### src/rtl/cmpt_pkg.sv
// Shared types and helpers for the compare timer.
// Assumes: action codes are 2 bits per channel.
package cmpt_pkg;

    typedef enum logic [1:0] {
        ACT_NONE = 2'b00,
        ACT_TOG  = 2'b01,
        ACT_LOW  = 2'b10,
        ACT_HIGH = 2'b11
    } act_e;

    // Register addresses (compare channels start at CMP_BASE)
    localparam int unsigned A_COUNT = 0;
    localparam int unsigned A_PRESC = 1;
    localparam int unsigned A_ACT   = 2;
    localparam int unsigned A_FORCE = 3;
    localparam int unsigned A_EN    = 4;
    localparam int unsigned A_FLAGS = 5;
    localparam int unsigned CMP_BASE = 8;

    // Next pin level for a given action
    function automatic logic pin_next(input act_e a, input logic cur);
        case (a)
            ACT_TOG:  return ~cur;
            ACT_LOW:  return 1'b0;
            ACT_HIGH: return 1'b1;
            default:  return cur;
        endcase
    endfunction

endpackage

### src/rtl/cmpt_prescale.sv
// Prescaler with a write-once code that locks after a window.
// Produces a single-cycle tick every 1, 4, 8 or 16 cycles.
// Assumes: wr_i is a one-cycle strobe; code changes restart nothing.
module cmpt_prescale #(
    parameter int unsigned WIN_CYC = 64
) (
    input  logic       clk,
    input  logic       rst_n,
    input  logic       wr_i,
    input  logic [1:0] code_i,
    output logic [1:0] code_o,
    output logic       tick_o
);
    localparam int unsigned WIN_W = $clog2(WIN_CYC + 1);

    logic [WIN_W-1:0] win_q;
    logic             taken_q;
    logic             locked;
    logic [1:0]       code_q;
    logic [3:0]       div_q;
    logic [3:0]       limit;

    assign locked = taken_q || (win_q == WIN_W'(WIN_CYC));

    // Count cycles since reset, saturating at the window length
    always_ff @(posedge clk) begin
        if (!rst_n)              win_q <= '0;
        else if (!(win_q == WIN_W'(WIN_CYC))) win_q <= win_q + 1'b1;
    end

    // Accept only the first code write inside the window
    always_ff @(posedge clk) begin
        if (!rst_n) begin
            code_q  <= 2'b00;
            taken_q <= 1'b0;
        end else if (wr_i && !locked) begin
            code_q  <= code_i;
            taken_q <= 1'b1;
        end
    end

    // Map code to terminal count of the divider
    always_comb begin
        case (code_q)
            2'b00:   limit = 4'd0;
            2'b01:   limit = 4'd3;
            2'b10:   limit = 4'd7;
            default: limit = 4'd15;
        endcase
    end

    assign tick_o = (div_q >= limit);

    // Divider counter
    always_ff @(posedge clk) begin
        if (!rst_n)      div_q <= '0;
        else if (tick_o) div_q <= '0;
        else             div_q <= div_q + 1'b1;
    end

    assign code_o = code_q;

    AST_CODE_LOCKED: assert property (@(posedge clk) disable iff (!rst_n)
        locked |=> $stable(code_q));

endmodule

### src/rtl/cmpt_counter.sv
// Free-running counter that advances on each prescale tick.
// Provides the incremented value and a wrap pulse.
// Assumes: tick_i is a single-cycle pulse.
module cmpt_counter #(
    parameter int unsigned CNT_W = 16
) (
    input  logic             clk,
    input  logic             rst_n,
    input  logic             tick_i,
    output logic [CNT_W-1:0] cnt_o,
    output logic [CNT_W-1:0] cnt_next_o,
    output logic             wrap_o
);
    logic [CNT_W-1:0] cnt_q;

    assign cnt_next_o = cnt_q + 1'b1;
    assign wrap_o     = tick_i && (cnt_q == {CNT_W{1'b1}});
    assign cnt_o      = cnt_q;

    // Advance on tick; no bus write path exists
    always_ff @(posedge clk) begin
        if (!rst_n)      cnt_q <= '0;
        else if (tick_i) cnt_q <= cnt_next_o;
    end

    AST_CNT_STEP: assert property (@(posedge clk) disable iff (!rst_n)
        tick_i |=> cnt_q == CNT_W'($past(cnt_q) + 1'b1));
    AST_CNT_HOLD: assert property (@(posedge clk) disable iff (!rst_n)
        !tick_i |=> $stable(cnt_q));

endmodule

### src/rtl/cmpt_channel.sv
// One compare channel: compare register, match flag and output pin.
// A match is the edge where the counter becomes equal to the compare
// value. A force strobe applies the action without touching the flag.
// Assumes: clr_i and force_i are one-cycle strobes from the bus decode.
module cmpt_channel #(
    parameter int unsigned CNT_W = 16
) (
    input  logic             clk,
    input  logic             rst_n,
    input  logic             cmp_we_i,
    input  logic [CNT_W-1:0] cmp_wdata_i,
    input  logic             tick_i,
    input  logic [CNT_W-1:0] cnt_next_i,
    input  logic [1:0]       act_i,
    input  logic             force_i,
    input  logic             clr_i,
    output logic [CNT_W-1:0] cmp_o,
    output logic             flag_o,
    output logic             pin_o
);
    import cmpt_pkg::*;

    logic [CNT_W-1:0] cmp_q;
    logic             flag_q;
    logic             pin_q;
    logic             hit;
    logic             fire;

    assign hit  = tick_i && (cnt_next_i == cmp_q);
    assign fire = hit || force_i;

    // Full-word compare register load
    always_ff @(posedge clk) begin
        if (!rst_n)        cmp_q <= '0;
        else if (cmp_we_i) cmp_q <= cmp_wdata_i;
    end

    // Flag: set on match, cleared by write-one, set wins
    always_ff @(posedge clk) begin
        if (!rst_n)     flag_q <= 1'b0;
        else if (hit)   flag_q <= 1'b1;
        else if (clr_i) flag_q <= 1'b0;
    end

    // Pin update on match or force
    always_ff @(posedge clk) begin
        if (!rst_n)    pin_q <= 1'b0;
        else if (fire) pin_q <= pin_next(act_e'(act_i), pin_q);
    end

    assign cmp_o  = cmp_q;
    assign flag_o = flag_q;
    assign pin_o  = pin_q;

    AST_MATCH_FLAG: assert property (@(posedge clk) disable iff (!rst_n)
        hit |=> flag_q);
    AST_FORCE_NO_FLAG: assert property (@(posedge clk) disable iff (!rst_n)
        (force_i && !hit && !flag_q) |=> !flag_q);
    AST_PIN_LOW: assert property (@(posedge clk) disable iff (!rst_n)
        (fire && act_i == 2'b10) |=> !pin_q);
    AST_PIN_HIGH: assert property (@(posedge clk) disable iff (!rst_n)
        (fire && act_i == 2'b11) |=> pin_q);
    AST_FLAG_CLR: assert property (@(posedge clk) disable iff (!rst_n)
        (clr_i && !hit) |=> !flag_q);

endmodule

### src/rtl/cmpt_top.sv
// Output compare timer top: bus decode, enables, overflow flag,
// interrupt combine and read mux around the counter and channels.
// Assumes: one bus access per cycle, reads are combinational.
module cmpt_top #(
    parameter int unsigned CNT_W   = 16,
    parameter int unsigned NUM_CH  = 5,
    parameter int unsigned ADDR_W  = 4,
    parameter int unsigned WIN_CYC = 64
) (
    input  logic              clk,
    input  logic              rst_n,
    input  logic              bus_wr,
    input  logic [ADDR_W-1:0] bus_addr,
    input  logic [CNT_W-1:0]  bus_wdata,
    output logic [CNT_W-1:0]  bus_rdata,
    output logic [NUM_CH-1:0] cmp_pin,
    output logic [NUM_CH-1:0] cmp_flag,
    output logic              ovf_flag,
    output logic              irq
);
    import cmpt_pkg::*;

    localparam int unsigned ACT_W  = 2 * NUM_CH;
    localparam int unsigned FLAG_W = NUM_CH + 1;

    logic              tick;
    logic [1:0]        code;
    logic [CNT_W-1:0]  cnt;
    logic [CNT_W-1:0]  cnt_next;
    logic              wrap;
    logic [ACT_W-1:0]  act_q;
    logic [FLAG_W-1:0] en_q;
    logic              ovf_q;
    logic [NUM_CH-1:0] force_v;
    logic [NUM_CH-1:0] clr_v;
    logic [NUM_CH-1:0] cmp_we;
    logic [CNT_W-1:0]  cmp_val [NUM_CH];
    logic [FLAG_W-1:0] flags;

    logic wr_presc, wr_act, wr_en, wr_force, wr_flags;
    assign wr_presc = bus_wr && (bus_addr == ADDR_W'(A_PRESC));
    assign wr_act   = bus_wr && (bus_addr == ADDR_W'(A_ACT));
    assign wr_en    = bus_wr && (bus_addr == ADDR_W'(A_EN));
    assign wr_force = bus_wr && (bus_addr == ADDR_W'(A_FORCE));
    assign wr_flags = bus_wr && (bus_addr == ADDR_W'(A_FLAGS));

    assign force_v = wr_force ? bus_wdata[NUM_CH-1:0] : '0;
    assign clr_v   = wr_flags ? bus_wdata[NUM_CH-1:0] : '0;

    cmpt_prescale #(.WIN_CYC(WIN_CYC)) u_presc (
        .clk    (clk),
        .rst_n  (rst_n),
        .wr_i   (wr_presc),
        .code_i (bus_wdata[1:0]),
        .code_o (code),
        .tick_o (tick)
    );

    cmpt_counter #(.CNT_W(CNT_W)) u_cnt (
        .clk        (clk),
        .rst_n      (rst_n),
        .tick_i     (tick),
        .cnt_o      (cnt),
        .cnt_next_o (cnt_next),
        .wrap_o     (wrap)
    );

    for (genvar i = 0; i < NUM_CH; i++) begin : g_ch
        assign cmp_we[i] = bus_wr && (bus_addr == ADDR_W'(CMP_BASE + i));
        cmpt_channel #(.CNT_W(CNT_W)) u_ch (
            .clk         (clk),
            .rst_n       (rst_n),
            .cmp_we_i    (cmp_we[i]),
            .cmp_wdata_i (bus_wdata),
            .tick_i      (tick),
            .cnt_next_i  (cnt_next),
            .act_i       (act_q[2*i +: 2]),
            .force_i     (force_v[i]),
            .clr_i       (clr_v[i]),
            .cmp_o       (cmp_val[i]),
            .flag_o      (cmp_flag[i]),
            .pin_o       (cmp_pin[i])
        );
    end

    // Action and enable registers
    always_ff @(posedge clk) begin
        if (!rst_n) begin
            act_q <= '0;
            en_q  <= '0;
        end else begin
            if (wr_act) act_q <= bus_wdata[ACT_W-1:0];
            if (wr_en)  en_q  <= bus_wdata[FLAG_W-1:0];
        end
    end

    // Overflow flag: set on wrap, write-one clears, set wins
    always_ff @(posedge clk) begin
        if (!rst_n)                        ovf_q <= 1'b0;
        else if (wrap)                     ovf_q <= 1'b1;
        else if (wr_flags && bus_wdata[NUM_CH]) ovf_q <= 1'b0;
    end

    assign ovf_flag = ovf_q;
    assign flags    = {ovf_q, cmp_flag};
    assign irq      = |(flags & en_q);

    // Combinational read mux
    always_comb begin
        bus_rdata = '0;
        case (bus_addr)
            ADDR_W'(A_COUNT): bus_rdata = cnt;
            ADDR_W'(A_PRESC): bus_rdata = CNT_W'(code);
            ADDR_W'(A_ACT):   bus_rdata = CNT_W'(act_q);
            ADDR_W'(A_EN):    bus_rdata = CNT_W'(en_q);
            ADDR_W'(A_FLAGS): bus_rdata = CNT_W'(flags);
            default: begin
                for (int i = 0; i < NUM_CH; i++)
                    if (bus_addr == ADDR_W'(CMP_BASE + i)) bus_rdata = cmp_val[i];
            end
        endcase
    end

    AST_OVF_SET: assert property (@(posedge clk) disable iff (!rst_n)
        wrap |=> ovf_q);
    AST_IRQ_QUIET: assert property (@(posedge clk) disable iff (!rst_n)
        (en_q == '0) |-> !irq);

endmodule

### config.mk
export PLATFORM = sky130hd
export DESIGN_NAME = cmpt_top
export DESIGN_NICKNAME = d
export VERILOG_FILES = /design/src/rtl/cmpt_pkg.sv /design/src/rtl/cmpt_prescale.sv /design/src/rtl/cmpt_counter.sv /design/src/rtl/cmpt_channel.sv /design/src/rtl/cmpt_top.sv
export SDC_FILE = /design/constraint.sdc
export NUM_CORES = 1
export LEC_CHECK = 0
export BUFFER_PORTS_ARGS = -buffer_cell sky130_fd_sc_hd__buf_2
export CAP_MARGIN = 20
export CORE_MARGIN = 2
export CORE_UTILIZATION = 50
export CTS_CLUSTER_DIAMETER = 30
export DETAILED_ROUTE_END_ITERATION = 12
export GPL_TIMING_DRIVEN = 0
export PLACE_DENSITY = 0.7
export SETUP_SLACK_MARGIN = 0.3
export SYNTH_ARGS = -nofsm -noshare
export SYNTH_HDL_FRONTEND = slang
export SYNTH_HIERARCHICAL = 1
export SYNTH_SLANG_ARGS = --single-unit
### constraint.sdc
create_clock -name clk -period 2.63 [get_ports clk]
set_input_delay 0.1315 -clock clk [delete_from_list [all_inputs] [get_ports clk]]
set_output_delay 0.1315 -clock clk [all_outputs]
set_load 0.005 [all_outputs]
==> impl_results.md <==
- Status: complete, but fails checks
- Failing checks: negative setup slack
- Final setup violation count: 1
- Number of max-cap violations: 0
- Cell Area, Synth: 7939 sq um
- Via count: between 6000 and 7000
- Post-synth EDFFs: 0
- Post-synthesis sequential area ratio: 34.55%
- Total congestion overflow: 0
- Clock tree from TritonCTS: done
- Area Growth Syn to Fin: 24.33%
- Most frequent cells in the layout: dfxtp_1, mux2i_1, nor2b_1, xnor2_1, buf_2
- Layout Utilization: a little over three fifths
- Final worst path period share: 101.5%
- Clk sink count: between 100 and 150
- Number of CTS-inserted buffers: 17
- CP startpoint kind: flop
- Drt drc: 0
- Starting DRT DRC Count: 563
- Number of hold buffers added after CTS: 0
- Avg WL per Cell: slightly above 20 um
- Worst EP required: about 2900 ps
- Core ar.: ~16000 sq um
- Distinct cells, synth: 57
- Avg Cell Area, Syn: 9.451 sq um
- Number of port buffers: just under 50
- CP max stage cell: dfxtp_2
- First drt pass iteration count: 5
- Fin nets: between 900 and 1000
- Die Y: around 130 um
- Nature of the critical path endpoint: flop
- RSZ-0062 raised after global routing: yes
- Main synth FF type: dfxtp_1
- Max_slew headroom: between 20% and 30%
- Skew-Pair Late Insertion Delay: 430 ps
- Worst Path Arrival: just under 3000 ps
- Hold Vio Cnt, Final: 0
- Syn. warnings: 6
- Routability cong.: around 0.89
- Fin worst setup slack: -39.53 ps
- Largest net degree at the start of global routing: 63
- Post-Syn Nets: ~870
- Vias in the first global route: between 6000 and 7000
- CP peak stage delay: 330 ps
- CTS Buffer Depth: 2
- Commonest non-fill, non-tap cell in the layout: dfxtp_1
- Yosys reg bits: about 140
- Slew @ Worst Pin: around 1100 ps
- Row Count: 46
- Cell-by-cell trace of the critical path: buf_6 > nand4_4 > nor4_4 > buf_6 > buf_12 > xor2_4 > buf_4 > xnor2_1 > nand4_1 > nor3_2 > nand4_1 > mux2i_1
- Clock Skew: 13.90 ps
- Htree depth: 4
- PwrDens: 536.6 nW/um^2
- First-pass GRT wire length: 35290 um
- Max VDD drop: 0.5164 mV
- Antenna diode count: 0
- Worst Path Max Fanout: 5
- Cell count after synthesis: 840
- Post-route ant nets: 0
- Worst Setup Path Type: flop to flop
- Hold Path Class: input port to flop
- Clock-pin slew on the worst setup and hold paths: 60 ps
- Initial antenna violation count: 0
- Initial Util: a little over 50%
- Die ar.: about 17000 sq um
- Final wirelength: roughly 24000 um
- I/O pin total: a little over 50
- Pre-CTS setup slack: -637.7 ps
- GRT Resource Usage Total: between 20% and 30%
- Period minus WS final: ~2700 ps
- CTS Root Buffer Type: clkbuf_16
- Die width: between 100 and 150 um
- Slew Limit Fails: 0
- Share of cells above drive strength 1: a little under a quarter
- Static leakage: between 0.003 and 0.004 uW
- Fraction of registers with async set/reset: 0%
- Maximum clock rate: between 300 and 400 MHz
- DR vias/cell: roughly 5.7
- Hpwl dp: around 16000 um
## per-layer routing
layer / global-route usage, % / vias to the layer above / wire [um] / share of wire (%)
met5: 0 / - / 0 / 0
met4: 9.614 / 0 / 555 / 2.3
met3: 6.068 / 42 / 1601 / 6.7
met2: 44.47 / 246 / 10950 / 46
met1: 38.16 / 3242 / 10620 / 45
li1: - / 3139 / - / -
## Yosys cell counts, types with 4 or more instances
master | n | area share [%]
a21boi_0 | 5 | 0.47
a21boi_1 | 5 | 0.47
a21oi_1 | 21 | 1.3
a221o_1 | 7 | 0.88
a22oi_1 | 7 | 0.66
a32oi_1 | 6 | 0.66
and2_1 | 14 | 1.1
and3_1 | 4 | 0.32
buf_2 | 13 | 0.82
buf_4 | 10 | 0.95
clkbuf_1 | 12 | 0.57
dfxtp_1 | 137 | 35
ha_1 | 8 | 1.3
inv_1 | 18 | 0.85
mux2i_1 | 123 | 16
mux4_2 | 11 | 3.1
nand2_1 | 55 | 2.6
nand2b_1 | 14 | 1.1
nand3_1 | 19 | 1.2
nand3b_1 | 4 | 0.38
nand4_1 | 20 | 1.6
nor2_1 | 37 | 1.7
nor2b_1 | 92 | 7.2
nor3_1 | 13 | 0.82
nor4_2 | 7 | 1.1
o21ai_0 | 18 | 1.1
o221ai_1 | 4 | 0.44
or3_1 | 5 | 0.39
xnor2_1 | 81 | 8.9
xor2_1 | 33 | 3.6
## what timing repair did
action,CTS,global route
endpoints found under the setup margin,17,13
pin swaps,20,25
gates resized for setup,52,43
setup buffers,14,18
## report_power, final
part           internal, uW  leakage (uW)  total [uW]  switching, uW
registers              2110       0.00112        2170           54.8
logic                   241       0.00223         568            326
clock network          1630      0.000306        2560            932
## cells by family (layout without fill, tap and decap cells)
logic type | count (synthesis) | count (layout) | share of synthesized area (%)
flip-flops | 137 | 137 | 34.55
AO/OA/AOI/OAI | 91 | 91 | 8.022
XOR/XNOR | 114 | 114 | 12.58
adder cells (fa/ha/maj) | 8 | 8 | 1.261
multiplexers | 134 | 134 | 18.63
buffers and inverters | 56 | 169 | 3.609
AND/OR/NAND/NOR | 300 | 300 | 21.36
## final cells by class
type                       count  area, sq um
fill                        1303         5842
multi-input combinational    647         5361
sequential                   137         2784
timing repair buffer          81        525.5
clock buffer                  20        456.7
tap                          216        270.3
buffer                        38        232.7
clock inverter                12        172.7
inverter                      18        67.56
## worst max-delay path: cells and delay by family, from the launching register on
kind,cells,cell delay [ps]
XOR/XNOR,2,370
buffers and inverters,4,550
flip-flops,1,330
multiplexers,1,180
AND/OR/NAND/NOR,5,1110
## state kept, by name, indices dropped and copies added, names as in the netlist
register / cells
g_ch.u_ch/cmp_o: 80
en_q: 6
g_ch.u_ch/pin_o: 5
u_presc/win_q: 7
g_ch.u_ch/flag_o: 5
u_presc/taken_q: 1
u_presc/code_o: 2
u_cnt/cnt_o: 16
u_presc/div_q: 4
ovf_flag: 1
act_q: 10
## worst paths after layout
check                       start                      to  slack [ps]  cells past startpoint
setup / recovery   u_cnt/cnt_o[2]      g_ch[2].u_ch/pin_o         -40                     12
hold / removal      bus_wdata[15]  g_ch[2].u_ch/cmp_o[15]          40                      3
setup reg to reg   u_cnt/cnt_o[2]      g_ch[2].u_ch/pin_o         -40                     12
hold reg to reg   u_presc/taken_q         u_presc/taken_q         490                      2
## metrics by stage
stage / TNS, ps / hold slack (ps) / cells / area (sq um) / total power [uW]
after CTS: -83.31 / 26.36 / 1151 / 9508 / 5300
after global routing: -165.4 / 32.38 / 1169 / 9871 / 5463
final: -39.53 / 37.25 / 1169 / 9871 / 5297
after floorplan: 0 / 231.7 / 840 / 7986 / 2536
after detailed placement: -5344 / 469.3 / 1105 / 8502 / 2731
after global placement: -5041 / 457.3 / 1105 / 8502 / 2727
(Power assumes the default switching activity.)
